$ cat src/rtl/gov_pkg.sv
package gov_pkg;

  typedef enum logic [1:0] {
    ST_SETTLE  = 2'd0,
    ST_LAUNCH  = 2'd1,
    ST_COMPARE = 2'd2
  } govState_t;

  typedef struct packed {
    logic cntInc;   // advance the settle counter
    logic launch;   // toggle the replica test value
    logic judge;    // compare capture, step the code, clear counter
  } govStrobe_t;

endpackage

$ cat src/rtl/gov_ctrl.sv
module gov_ctrl
  import gov_pkg::*;
(
  input  logic       clk,
  input  logic       rstN,
  input  logic       settleDone,
  output govStrobe_t strobe
);

  govState_t state, stateNext;

  always_ff @(posedge clk) begin
    if (!rstN) state <= ST_SETTLE;
    else       state <= stateNext;
  end

  always_comb begin
    stateNext = state;
    strobe    = '0;
    unique case (state)
      ST_SETTLE: begin
        if (settleDone) stateNext = ST_LAUNCH;
        else            strobe.cntInc = 1'b1;
      end
      ST_LAUNCH: begin
        strobe.launch = 1'b1;
        stateNext     = ST_COMPARE;
      end
      ST_COMPARE: begin
        strobe.judge = 1'b1;
        stateNext    = ST_SETTLE;
      end
      default: stateNext = ST_SETTLE;
    endcase
  end

endmodule

$ cat src/rtl/gov_datapath.sv
module gov_datapath
  import gov_pkg::*;
#(
  parameter int CODE_W = 6,
  parameter int CNT_W  = 8
) (
  input  logic              clk,
  input  logic              rstN,
  input  govStrobe_t        strobe,
  input  logic [CODE_W-1:0] cfgMin,
  input  logic [CODE_W-1:0] cfgMax,
  input  logic [CNT_W-1:0]  cfgSettle,
  input  logic              replicaCapture,
  output logic              settleDone,
  output logic              replicaLaunch,
  output logic [CODE_W-1:0] freqCode,
  output logic              atUpper,
  output logic              atLowerFail
);

  localparam logic [CODE_W-1:0] CODE_STEP = CODE_W'(1);
  localparam logic [CNT_W-1:0]  CNT_STEP  = CNT_W'(1);

  logic [CNT_W-1:0] settleCnt;
  logic             mismatch;
  logic             canRise;
  logic             canFall;

  assign settleDone = (settleCnt >= cfgSettle);
  assign mismatch   = (replicaCapture != replicaLaunch);
  assign canRise    = (freqCode < cfgMax);
  assign canFall    = (freqCode > cfgMin);

  always_ff @(posedge clk) begin
    if (!rstN)              settleCnt <= '0;
    else if (strobe.judge)  settleCnt <= '0;
    else if (strobe.cntInc) settleCnt <= settleCnt + CNT_STEP;
  end

  always_ff @(posedge clk) begin
    if (!rstN)              replicaLaunch <= 1'b0;
    else if (strobe.launch) replicaLaunch <= ~replicaLaunch;
  end

  always_ff @(posedge clk) begin
    if (!rstN) begin
      freqCode    <= cfgMin;
      atUpper     <= 1'b0;
      atLowerFail <= 1'b0;
    end else if (strobe.judge) begin
      if (mismatch) begin
        atUpper <= 1'b0;
        if (canFall) begin
          freqCode    <= freqCode - CODE_STEP;
          atLowerFail <= 1'b0;
        end else begin
          atLowerFail <= 1'b1;
        end
      end else begin
        atLowerFail <= 1'b0;
        if (canRise) begin
          freqCode <= freqCode + CODE_STEP;
          atUpper  <= 1'b0;
        end else begin
          atUpper <= 1'b1;
        end
      end
    end
  end

endmodule

$ cat src/rtl/replica_clock_governor.sv
module replica_clock_governor
  import gov_pkg::*;
#(
  parameter int CODE_W = 6,
  parameter int CNT_W  = 8
) (
  input  logic              clk,
  input  logic              rstN,
  input  logic [CODE_W-1:0] cfgMin,
  input  logic [CODE_W-1:0] cfgMax,
  input  logic [CNT_W-1:0]  cfgSettle,
  input  logic              replicaCapture,
  output logic              replicaLaunch,
  output logic [CODE_W-1:0] freqCode,
  output logic              atUpper,
  output logic              atLowerFail
);

  govStrobe_t strobe;
  logic       settleDone;

  gov_ctrl u_ctrl (
    .clk        (clk),
    .rstN       (rstN),
    .settleDone (settleDone),
    .strobe     (strobe)
  );

  gov_datapath #(
    .CODE_W (CODE_W),
    .CNT_W  (CNT_W)
  ) u_dp (
    .clk            (clk),
    .rstN           (rstN),
    .strobe         (strobe),
    .cfgMin         (cfgMin),
    .cfgMax         (cfgMax),
    .cfgSettle      (cfgSettle),
    .replicaCapture (replicaCapture),
    .settleDone     (settleDone),
    .replicaLaunch  (replicaLaunch),
    .freqCode       (freqCode),
    .atUpper        (atUpper),
    .atLowerFail    (atLowerFail)
  );

endmodule

$ cat config.mk
export PLATFORM = sky130hd
export DESIGN_NAME = replica_clock_governor
export DESIGN_NICKNAME = d
export VERILOG_FILES = /design/src/rtl/gov_pkg.sv /design/src/rtl/gov_ctrl.sv /design/src/rtl/gov_datapath.sv /design/src/rtl/replica_clock_governor.sv
export SDC_FILE = /design/constraint.sdc
export NUM_CORES = 1
export LEC_CHECK = 0
export BUFFER_PORTS_ARGS = -buffer_cell sky130_fd_sc_hd__buf_2
export CAP_MARGIN = 20
export CORE_UTILIZATION = 46
export CTS_CLUSTER_SIZE = 28
export DETAILED_ROUTE_END_ITERATION = 10
export GPL_ROUTABILITY_DRIVEN = 0
export PLACE_DENSITY = 0.69
export SLEW_MARGIN = 20
export SYNTH_ARGS = -nofsm -noshare
export SYNTH_HDL_FRONTEND = slang
export SYNTH_HIERARCHICAL = 1
export SYNTH_SLANG_ARGS = --single-unit
$ cat constraint.sdc
create_clock -name clk -period 6.1 [get_ports clk]
set_input_delay 1.22 -clock clk [delete_from_list [all_inputs] [get_ports clk]]
set_output_delay 1.22 -clock clk [all_outputs]
set_load 0.05 [all_outputs]
==> results.sh, run 1 <==
export IMPL_ff_latch_area_um2=440
export IMPL_worstHoldStart="u_dp/atLowerFail"
export IMPL_tightest_slew_ns=0.817
export IMPL_die_area_um2=3360
export IMPL_fin_cells=216
export IMPL_multiInputGateArea_um2=900
export IMPL_status="finished, violations left"
export IMPL_max_slew_margin_pct=45.2
export IMPL_regToRegStartpoint="u_dp/settleCnt[0]"
export IMPL_cts_hold_buf=0
export IMPL_clockBufferDepth=2
export IMPL_layout_min_cycle_time_ns=3.58
export IMPL_placementRows=19
export IMPL_slew_viol_final=0
export IMPL_fill_cells=266
export IMPL_drt_iter0_drc=44
export IMPL_start_util_pct=50.5
export IMPL_track_usage_pct=18.5
export IMPL_antenna_found_initial=0
export IMPL_skew_ns=0.00931
export IMPL_min_path_type="flip-flop to flip-flop"
export IMPL_crit_buf_inv=1
export IMPL_cts_resized=0
export IMPL_clk_latency_ns=0.30
export IMPL_die_width_um=58.0
export IMPL_worstSetupStartpoint="cfgSettle[0]"
export IMPL_cts_setup_buffers=0
export IMPL_h_tree_depth=1
export IMPL_wire_per_inst_um=13.1
export IMPL_final_layout_size_suffix_gt1_share_pct=24.9
export IMPL_fin_area_um2=1640
export IMPL_ant_nets=0
export IMPL_p_leak_uw=0.000875
export IMPL_vias=1192
export IMPL_final_nets=234
export IMPL_dp_final_hpwl_um=2280
export IMPL_setup_tns_ns=0
export IMPL_crit_required_ns=6.33
export IMPL_peakVddDrop_uv=124
export IMPL_layout_worst_path_cycle_share_pct=58.6
export IMPL_drt_pass1_iter_count=7
export IMPL_cts_sinks=19
export IMPL_syn_inst=154
export IMPL_critPathCaptureType="flip-flop"
export IMPL_coreArea_um2=2850
export IMPL_crit_chain="buf_2 -> ha_1 -> nand2b_1 -> a21o_1 -> a21o_1 -> a21oi_1 -> o21ai_0 -> nor3_1 -> nand4_2 -> or3_1 -> a21oi_1"
export IMPL_powerDensity_nw_per_um2=198
export IMPL_critPathSlowestCell="nor3_1"
export IMPL_synth_seq_cells=19
export IMPL_async_flop_share_pct=0
export IMPL_die_h_um=58.0
export IMPL_cts_buffers=3
export IMPL_avgSynthCellArea_um2=9.36
export IMPL_synth_ff_type="dfxtp_1"
export IMPL_ios=32
export IMPL_drc=4
export IMPL_ys_seq_area_share_pct=30.6
export IMPL_tritoncts="done"
export IMPL_grt_pass1_vias=1191
export IMPL_grt_first_pass_wirelength_um=4790
export IMPL_grt_max_degree=18
export IMPL_synth_cell_types=40
export IMPL_syn2layout_area_growth_pct=13.9
export IMPL_clockRootBuffer="clkbuf_4"
export IMPL_maxCapViolations=0
export IMPL_placed_cell_area_um2=1610
export IMPL_worstSetupPathType="input port to flip-flop"
export IMPL_cp_max_fo=6
export IMPL_place_inst=212
export IMPL_syn_nets=202
export IMPL_synth_cell_area_um2=1440
export IMPL_yosys_warnings=6
export IMPL_clkTransAtPathRegs_ns=0.12
export IMPL_via_per_inst=5.52
export IMPL_critPathLaunchType="input port"
export IMPL_failed_checks="design-rule violations"
export IMPL_routed_wl_um=2840
export IMPL_max_stage_delay_ns=0.62
export IMPL_setup_viol=0
export IMPL_crit_arrival_ns=3.81
export IMPL_synth_edf_count=6
export IMPL_hold_viol_final=0
export IMPL_insertedDiodeCount=0
export IMPL_crit_family="simple AND/OR/NAND/NOR gates"
export IMPL_rsz0062_at_grt="no"
export IMPL_port_buffers=31
export IMPL_clock_fmax_mhz=280
export IMPL_grt_overflow_total=0
## area by class of cell
| cell class | count | area share, % |
|---|---|---|
| Multi-Input combinational cell | 110 | 54.8 |
| Sequential cell | 19 | 26.8 |
| Timing Repair Buffer | 31 | 9.45 |
| Inverter | 21 | 4.80 |
| Tap cell | 31 | 2.36 |
| Clock buffer | 3 | 1.37 |
| Clock inverter | 1 | 0.381 |
## layer usage
metal | GRT usage [%] | share of wire (%) | up-vias
met1 | 24.6 | 50 | 547
met4 | 7.82 | 0.99 | 0
met2 | 29.2 | 43 | 34
met3 | 3.57 | 5.1 | 4
li1 | - | - | 607
met5 | 0 | 0 | -
## cell usage after synthesis, types with 2 or more instances
| cell | count | area (µm²) |
|---|---|---|
| a211oi_1 | 2 | 15.0 |
| a21o_1 | 5 | 37.5 |
| a21oi_1 | 8 | 40.0 |
| and2b_2 | 2 | 17.5 |
| and3_1 | 2 | 12.5 |
| buf_4 | 2 | 15.0 |
| clkbuf_1 | 2 | 7.51 |
| dfxtp_1 | 13 | 260 |
| edfxtp_1 | 6 | 180 |
| ha_1 | 24 | 300 |
| inv_1 | 21 | 78.8 |
| mux2i_1 | 2 | 20.0 |
| nand2_1 | 7 | 26.3 |
| nand2b_1 | 4 | 25.0 |
| nand4_1 | 4 | 25.0 |
| nor2_1 | 8 | 30.0 |
| nor3_1 | 2 | 10.0 |
| o21ai_0 | 9 | 45.0 |
| or3_1 | 2 | 12.5 |
| xnor2_1 | 5 | 43.8 |
| xor2_1 | 5 | 43.8 |
## power breakdown
group / switching [µW] / internal, µW / total, µW
Combinational: 61.9 / 45.4 / 107
Sequential: 10.3 / 140 / 150
Clock: 41.8 / 25.3 / 67.2
Total: 114 / 211 / 325
## kinds of logic after synthesis
logic type,Yosys count,share of synthesized area (%)
buffers and inverters,25,7.03
adder cells (fa/ha/maj),25,22.2
AND/OR/NAND/NOR,35,13.9
AO/OA/AOI/OAI,36,16.9
flip-flops,19,30.6
multiplexers,3,2.17
XOR/XNOR,11,7.20
## state kept, by name (all words and copies together) (netlist names)
name                cells
u_dp/settleCnt          8
u_dp/freqCode           6
u_ctrl/state            2
u_dp/atLowerFail        1
u_dp/atUpper            1
u_dp/replicaLaunch      1
## path summary, 6_finish.rpt
kind / endpoint / slack [ns] / depth (start not counted)
min reg2reg: u_dp/atLowerFail / 0.49 / 1
max reg2reg: u_dp/settleCnt[5] / 3.05 / 11
min: u_dp/atLowerFail / 0.49 / 1
max: u_dp/settleCnt[5] / 2.52 / 11
## stage by stage
stage	hold slack [ns]	total power (µW)	setup WS, ns	utilization [%]
6_report	0.485	325	2.52	57.5
5_1_grt	0.523	347	2.34	57.5
4_1_cts	0.491	328	2.58	57.5
3_5_place_dp	0.458	260	2.25	56.5
3_3_place_gp	0.457	256	2.44	56.5
2_1_floorplan	0.462	232	3.00	-
## cell usage in the layout, fill, tap and decap left out, types with 4 or more instances in the layout
master,n
nor2_1,8
buf_2,31
a21o_1,5
ha_1,24
nand2b_1,4
o21ai_0,9
inv_1,21
dfxtp_1,13
a21oi_1,8
nand2_1,7
nand4_1,4
edfxtp_1,6
xnor2_1,5
xor2_1,5
No activity file was read; power rests on OpenSTA's default activity.
==> inputs of run 2 (changes only) <==
--- a/config.mk
+++ b/config.mk
@@ -11,7 +11,7 @@
 export CTS_CLUSTER_SIZE = 28
 export DETAILED_ROUTE_END_ITERATION = 10
 export GPL_ROUTABILITY_DRIVEN = 0
-export PLACE_DENSITY = 0.69
+export PLACE_DENSITY = 0.72
 export SLEW_MARGIN = 20
 export SYNTH_ARGS = -nofsm -noshare
 export SYNTH_HDL_FRONTEND = slang
==> constraint.sdc (replaced) <==
create_clock -name clk -period 3.1 [get_ports clk]
set_input_delay 0.62 -clock clk [delete_from_list [all_inputs] [get_ports clk]]
set_output_delay 0.62 -clock clk [all_outputs]
set_load 0.05 [all_outputs]
==> run 2 against run 1 <==
Against the previous run: the flow still finishes with violations (design-rule violations); sequential power increased by 97%; highest routed layer unchanged; register-to-register slack got worse by 2.5 ns; flip-flop and latch count unchanged; routed wire length increased by 0.32%; core utilization is 0.44 points higher; die area unchanged; clock skew fell by 0.0015 ns; critical path depth stayed put; sequential share of layout area fell by 0.20 points; via count is 0.92% lower; critical endpoint unchanged; clock power is 88% higher; non-clock buffer count grew 2.
==> results.sh, run 2 (synthesis gave the netlist of run 1 again) <==
export IMPL_status="finished, violations left"
export IMPL_failed_checks="design-rule violations"
export IMPL_dp_final_hpwl_um=2350
export IMPL_h_tree_depth=1
export IMPL_clk_latency_ns=0.29
export IMPL_routed_wl_um=2850
export IMPL_whs_endpoint="u_dp/atLowerFail"
export IMPL_setup_tns_ns=0
export IMPL_cts_hold_buf=0
export IMPL_via_per_inst=5.42
export IMPL_max_slew_margin_pct=72.6
export IMPL_critPathLaunchType="flip-flop"
export IMPL_hold_viol_final=0
export IMPL_placementRows=19
export IMPL_clock_fmax_mhz=391
export IMPL_ios=32
export IMPL_min_path_type="flip-flop to flip-flop"
export IMPL_cp_max_fo=5
export IMPL_ant_nets=0
export IMPL_powerDensity_nw_per_um2=385
export IMPL_final_nets=236
export IMPL_layout_worst_path_cycle_share_pct=82.6
export IMPL_p_leak_uw=0.000881
export IMPL_worstSetupPathType="flip-flop to flip-flop"
export IMPL_reg_largest_list="u_dp/settleCnt (8), u_dp/freqCode (6), u_ctrl/state (2)"
export IMPL_peakVddDrop_uv=205
export IMPL_worstHoldStart="u_dp/atLowerFail"
export IMPL_hold_depth=1
export IMPL_die_h_um=58.0
export IMPL_r2r_slack_ns=0.54
export IMPL_track_usage_pct=19.0
export IMPL_slew_viol_final=0
export IMPL_grt_overflow_total=0
export IMPL_die_width_um=58.0
export IMPL_clkTransAtPathRegs_ns=0.11
export IMPL_maxCapViolations=0
export IMPL_cts_resized=0
export IMPL_final_layout_size_suffix_gt1_share_pct=25.1
export IMPL_fin_area_um2=1650
export IMPL_port_buffers=31
export IMPL_final_common_cell="buf_2"
export IMPL_cts_sinks=19
export IMPL_layout_min_cycle_time_ns=2.56
export IMPL_cts_buffers=3
export IMPL_tritoncts="done"
export IMPL_reg2regPathDepth=11
export IMPL_final_cell_mix="31 x buf_2, 24 x ha_1, 21 x inv_1"
export IMPL_cts_setup_buffers=0
export IMPL_regMostFlops="u_dp/settleCnt"
export IMPL_placed_cell_area_um2=1630
export IMPL_grt_max_degree=18
export IMPL_setup_viol=0
export IMPL_grt_first_pass_wirelength_um=5040
export IMPL_crit_arrival_ns=2.77
export IMPL_skew_ns=0.00783
export IMPL_r2r_end="u_dp/settleCnt[5]"
export IMPL_coreArea_um2=2850
export IMPL_critPathCaptureType="flip-flop"
export IMPL_start_util_pct=50.5
export IMPL_clockBufferDepth=2
export IMPL_vias=1181
export IMPL_die_area_um2=3360
export IMPL_insertedDiodeCount=0
export IMPL_tightest_slew_ns=0.411
export IMPL_syn2layout_area_growth_pct=14.8
export IMPL_largest_register_ffs=8
export IMPL_grt_pass1_vias=1238
export IMPL_regToRegStartpoint="u_dp/settleCnt[0]"
export IMPL_rsz0062_at_grt="no"
export IMPL_clockRootBuffer="clkbuf_4"
export IMPL_drc=2
export IMPL_crit_required_ns=3.31
export IMPL_antenna_found_initial=0
export IMPL_drt_pass1_iter_count=7
export IMPL_wire_per_inst_um=13.1
export IMPL_drt_iter0_drc=30
==> run 2: cell count changes in the layout (fill, tap and decap cells not counted), sizes merged <==
cell	previous run	this run
inv	22	21
buf	31	33
clkbuf	3	4
==> run 2: how the worst max path moves through the flow <==
stage | slack (ns) | cells past startpoint | endpoint | start
detailed placement | 0.30 | 11 | u_dp/settleCnt[5] | cfgSettle[0]
floorplan | 0.60 | 11 | u_dp/settleCnt[7] | cfgSettle[0]
CTS | 0.53 | 11 | u_dp/settleCnt[5] | u_dp/settleCnt[0]
finish | 0.54 | 11 | u_dp/settleCnt[5] | u_dp/settleCnt[0]
global route | 0.34 | 11 | u_dp/settleCnt[5] | u_dp/settleCnt[0]
global placement | 0.42 | 11 | u_dp/settleCnt[7] | cfgSettle[0]
==> run 2: layout make-up <==
cell class	instances	area [µm²]
Multi-Input combinational cell	110	900
Clock buffer	4	26.3
Timing Repair Buffer	33	170
Inverter	21	78.8
Tap cell	31	38.8
Sequential cell	19	440
Fill cell	256	1200
==> run 2: critical path, stage by stage, from the launching register on <==
cell      delay, ns
dfxtp_1        0.43
inv_1          0.07
ha_1           0.26
nand2b_1       0.14
a21o_1         0.17
a21o_1         0.17
a21oi_1        0.14
o21ai_0        0.13
nor3_1         0.24
nand4_2        0.18
or3_1          0.38
a21oi_1        0.17
==> run 2: metrics by stage <==
step / total power (µW) / setup slack [ns] / hold WS [ns] / util (%) / instances
5_1_grt: 680 / 0.344 / 0.525 / 58.0 / 218
4_1_cts: 643 / 0.534 / 0.503 / 58.0 / 218
3_5_place_dp: 516 / 0.298 / 0.467 / 57.1 / 214
2_1_floorplan: 456 / 0.604 / 0.462 / - / 154
3_3_place_gp: 505 / 0.423 / 0.462 / 57.1 / 214
6_report: 637 / 0.541 / 0.497 / 58.0 / 218
==> run 2: per-layer routing <==
layer	part of all wire, %	GRT usage, %
met1	49	25.0
met2	47	33.2
met3	3.7	2.01
met4	0.56	5.44
met5	0	0
==> run 2: where the power goes <==
group	switching (µW)	leakage (µW)	internal, µW	total, µW
clock network	75.7	0.0000150	50.0	126
logic	123	0.000702	92.4	215
registers	20.7	0.000163	276	296
==> inputs of run 3 (changes only) <==
--- a/config.mk
+++ b/config.mk
@@ -5,13 +5,14 @@
 export SDC_FILE = /design/constraint.sdc
 export NUM_CORES = 1
 export LEC_CHECK = 0
+export ABC_AREA = 1
 export BUFFER_PORTS_ARGS = -buffer_cell sky130_fd_sc_hd__buf_2
 export CAP_MARGIN = 20
 export CORE_UTILIZATION = 46
 export CTS_CLUSTER_SIZE = 28
 export DETAILED_ROUTE_END_ITERATION = 10
 export GPL_ROUTABILITY_DRIVEN = 0
-export PLACE_DENSITY = 0.72
+export PLACE_DENSITY = 0.71
 export SLEW_MARGIN = 20
 export SYNTH_ARGS = -nofsm -noshare
 export SYNTH_HDL_FRONTEND = slang
==> constraint.sdc (replaced) <==
create_clock -name clk -period 2.1 [get_ports clk]
set_input_delay 0.42 -clock clk [delete_from_list [all_inputs] [get_ports clk]]
set_output_delay 0.42 -clock clk [all_outputs]
set_load 0.05 [all_outputs]
==> run 3 against run 2 <==
Against the previous run: non-clock buffer count is 1 higher; synthesized cell count increased by 53%; final cell count is 46% higher; largest cell class unchanged; first-iteration DRC count grew 100%; routed wire length rose by 7.2%; total power is 54% higher; the run now ends clean; die area up 10%; critical path depth is 1 lower; sequential share of layout area down 2.8 points; synthesized area increased by 11%.
==> results.sh, run 3 <==
export IMPL_critPathLaunchType="flip-flop"
export IMPL_drt_iter0_drc=61
export IMPL_clockRootBuffer="clkbuf_4"
export IMPL_regMostFlops="u_dp/settleCnt"
export IMPL_rsz0062_at_grt="no"
export IMPL_syn2layout_area_growth_pct=16.5
export IMPL_start_util_pct=47.8
export IMPL_whs_ns=0.412
export IMPL_synth_ff_type="dfxtp_1"
export IMPL_wire_per_inst_um=9.56
export IMPL_yosys_warnings=6
export IMPL_coreArea_um2=3340
export IMPL_cts_buffers=3
export IMPL_syn_nets=284
export IMPL_crit_required_ns=2.17
export IMPL_ys_seq_area_share_pct=27.6
export IMPL_hold_viol_final=0
export IMPL_cts_setup_buffers=0
export IMPL_drt_pass1_iter_count=4
export IMPL_clk_latency_ns=0.29
export IMPL_status="completed"
export IMPL_final_nets=322
export IMPL_cts_hold_buf=0
export IMPL_grt_overflow_total=0
export IMPL_async_flop_share_pct=0
export IMPL_layout_worst_path_cycle_share_pct=93.5
export IMPL_grt_pass1_vias=1237
export IMPL_crit_chain="inv_1 -> nand2_1 -> nand2_1 -> fa_1 -> nand2_1 -> nand2_1 -> a21oi_1 -> nand2_1 -> nand3_1 -> nand2_1"
export IMPL_synth_top_area_cell="ha_1"
export IMPL_dp_final_hpwl_um=2480
export IMPL_maxCapViolations=0
export IMPL_crit_family="simple AND/OR/NAND/NOR gates"
export IMPL_p_total_uw=984
export IMPL_min_path_type="input port to flip-flop"
export IMPL_cp_max_fo=7
export IMPL_fin_cells=319
export IMPL_final_cell_mix="77 x nand2_1, 42 x inv_1, 31 x buf_2"
export IMPL_avgSynthCellArea_um2=6.76
export IMPL_final_layout_size_suffix_gt1_share_pct=18.7
export IMPL_antenna_found_initial=0
export IMPL_synth_cell_types=25
export IMPL_final_common_cell="nand2_1"
export IMPL_peakVddDrop_uv=289
export IMPL_skew_ns=0.000964
export IMPL_track_usage_pct=18.3
export IMPL_dp_slack_ns=-0.0580
export IMPL_die_area_um2=3710
export IMPL_clkTransAtPathRegs_ns=0.11
export IMPL_place_inst=315
export IMPL_synth_seq_cells=19
export IMPL_h_tree_depth=1
export IMPL_synth_area_leaders="ha_1 19%, nand2_1 18%, dfxtp_1 16%, edfxtp_1 11%, inv_1 9.9%"
export IMPL_critPathSlowestCell="fa_1"
export IMPL_ant_nets=0
export IMPL_layout_min_cycle_time_ns=1.96
export IMPL_synth_cell_area_um2=1600
export IMPL_crit_buf_inv=1
export IMPL_setup_viol=0
export IMPL_fin_area_um2=1860
export IMPL_routed_wl_um=3050
export IMPL_port_buffers=31
export IMPL_slew_viol_final=0
export IMPL_reg_largest_list="u_dp/settleCnt (8), u_dp/freqCode (6), u_ctrl/state (2)"
export IMPL_max_slew_margin_pct=71.1
export IMPL_die_h_um=60.9
export IMPL_vias=1469
export IMPL_fill_cells=366
export IMPL_crit_arrival_ns=2.03
export IMPL_drc=0
export IMPL_cts_resized=0
export IMPL_worstSetupPathType="flip-flop to flip-flop"
export IMPL_tritoncts="done"
export IMPL_tightest_slew_ns=0.432
export IMPL_p_leak_uw=0.00104
export IMPL_placed_cell_area_um2=1830
export IMPL_grt_max_degree=11
export IMPL_max_stage_delay_ns=0.48
export IMPL_die_width_um=60.9
export IMPL_powerDensity_nw_per_um2=529
export IMPL_syn_inst=236
export IMPL_clockBufferDepth=2
export IMPL_clock_fmax_mhz=509
export IMPL_postLayoutSetupSlackWorst_ns=0.136
export IMPL_synth_top_area_share_pct=18.8
export IMPL_synth_edf_count=6
export IMPL_synth_most_common_cell="nand2_1"
export IMPL_cp_common_cell="nand2_1"
export IMPL_synth_top_cells_by_count="77 x nand2_1, 42 x inv_1, 24 x ha_1"
export IMPL_placementRows=21
export IMPL_insertedDiodeCount=0
export IMPL_grt_first_pass_wirelength_um=5120
export IMPL_largest_register_ffs=8
export IMPL_critPathCaptureType="flip-flop"
export IMPL_cts_sinks=19
export IMPL_via_per_inst=4.61
export IMPL_ios=32
run 3: cells by family after synthesis:
group | Yosys count | synth area share [%]
AND/OR/NAND/NOR | 122 | 32.8
XOR/XNOR | 2 | 1.10
flip-flops | 19 | 27.6
adder cells (fa/ha/maj) | 25 | 20.1
buffers and inverters | 46 | 11.2
AO/OA/AOI/OAI | 22 | 7.29
run 3: final timing paths:
kind | from | cells past startpoint | slack, ns | end
max | u_dp/replicaLaunch | 10 | 0.14 | u_dp/freqCode[4]
min | cfgMin[5] | 3 | 0.41 | u_dp/freqCode[5]
max reg2reg | u_dp/replicaLaunch | 10 | 0.14 | u_dp/freqCode[4]
min reg2reg | u_dp/atLowerFail | 2 | 0.46 | u_dp/atLowerFail
run 3: per-layer routing:
layer | share of wire, % | up-vias | wire [µm] | GRT usage [%]
li1 | - | 809 | - | -
met4 | 0.82 | 0 | 25 | 4.87
met1 | 51 | 633 | 1550 | 25.8
met5 | 0 | - | 0 | 0
met3 | 3.1 | 2 | 95 | 2.13
met2 | 45 | 25 | 1380 | 29.7
run 3: area by class of cell:
| class | instances | area, µm² | area share (%) |
|---|---|---|---|
| Multi-Input combinational cell | 171 | 985 | 52.9 |
| Inverter | 45 | 171 | 9.21 |
| Clock buffer | 4 | 26.3 | 1.41 |
| Sequential cell | 19 | 443 | 23.8 |
| Timing Repair Buffer | 34 | 178 | 9.55 |
| Tap cell | 46 | 57.6 | 3.09 |
run 3: worst min-delay path, stage by stage:
cell and delay [ns]:
buf_2 0.09, nand2_1 0.05, nand2_1 0.05
run 3: metrics by stage:
stage,TNS [ns],util (%)
floorplan,0,-
global placement,0,54.7
detailed placement,-0.104,54.7
finish,0,55.8
global route,0,55.8
CTS,0,55.5
run 3: power by group:
group	leakage (µW)	switching (µW)	internal [µW]
Combinational	0.000860	224	133
Sequential	0.000164	27.2	409
Clock	0.0000150	117	73.9
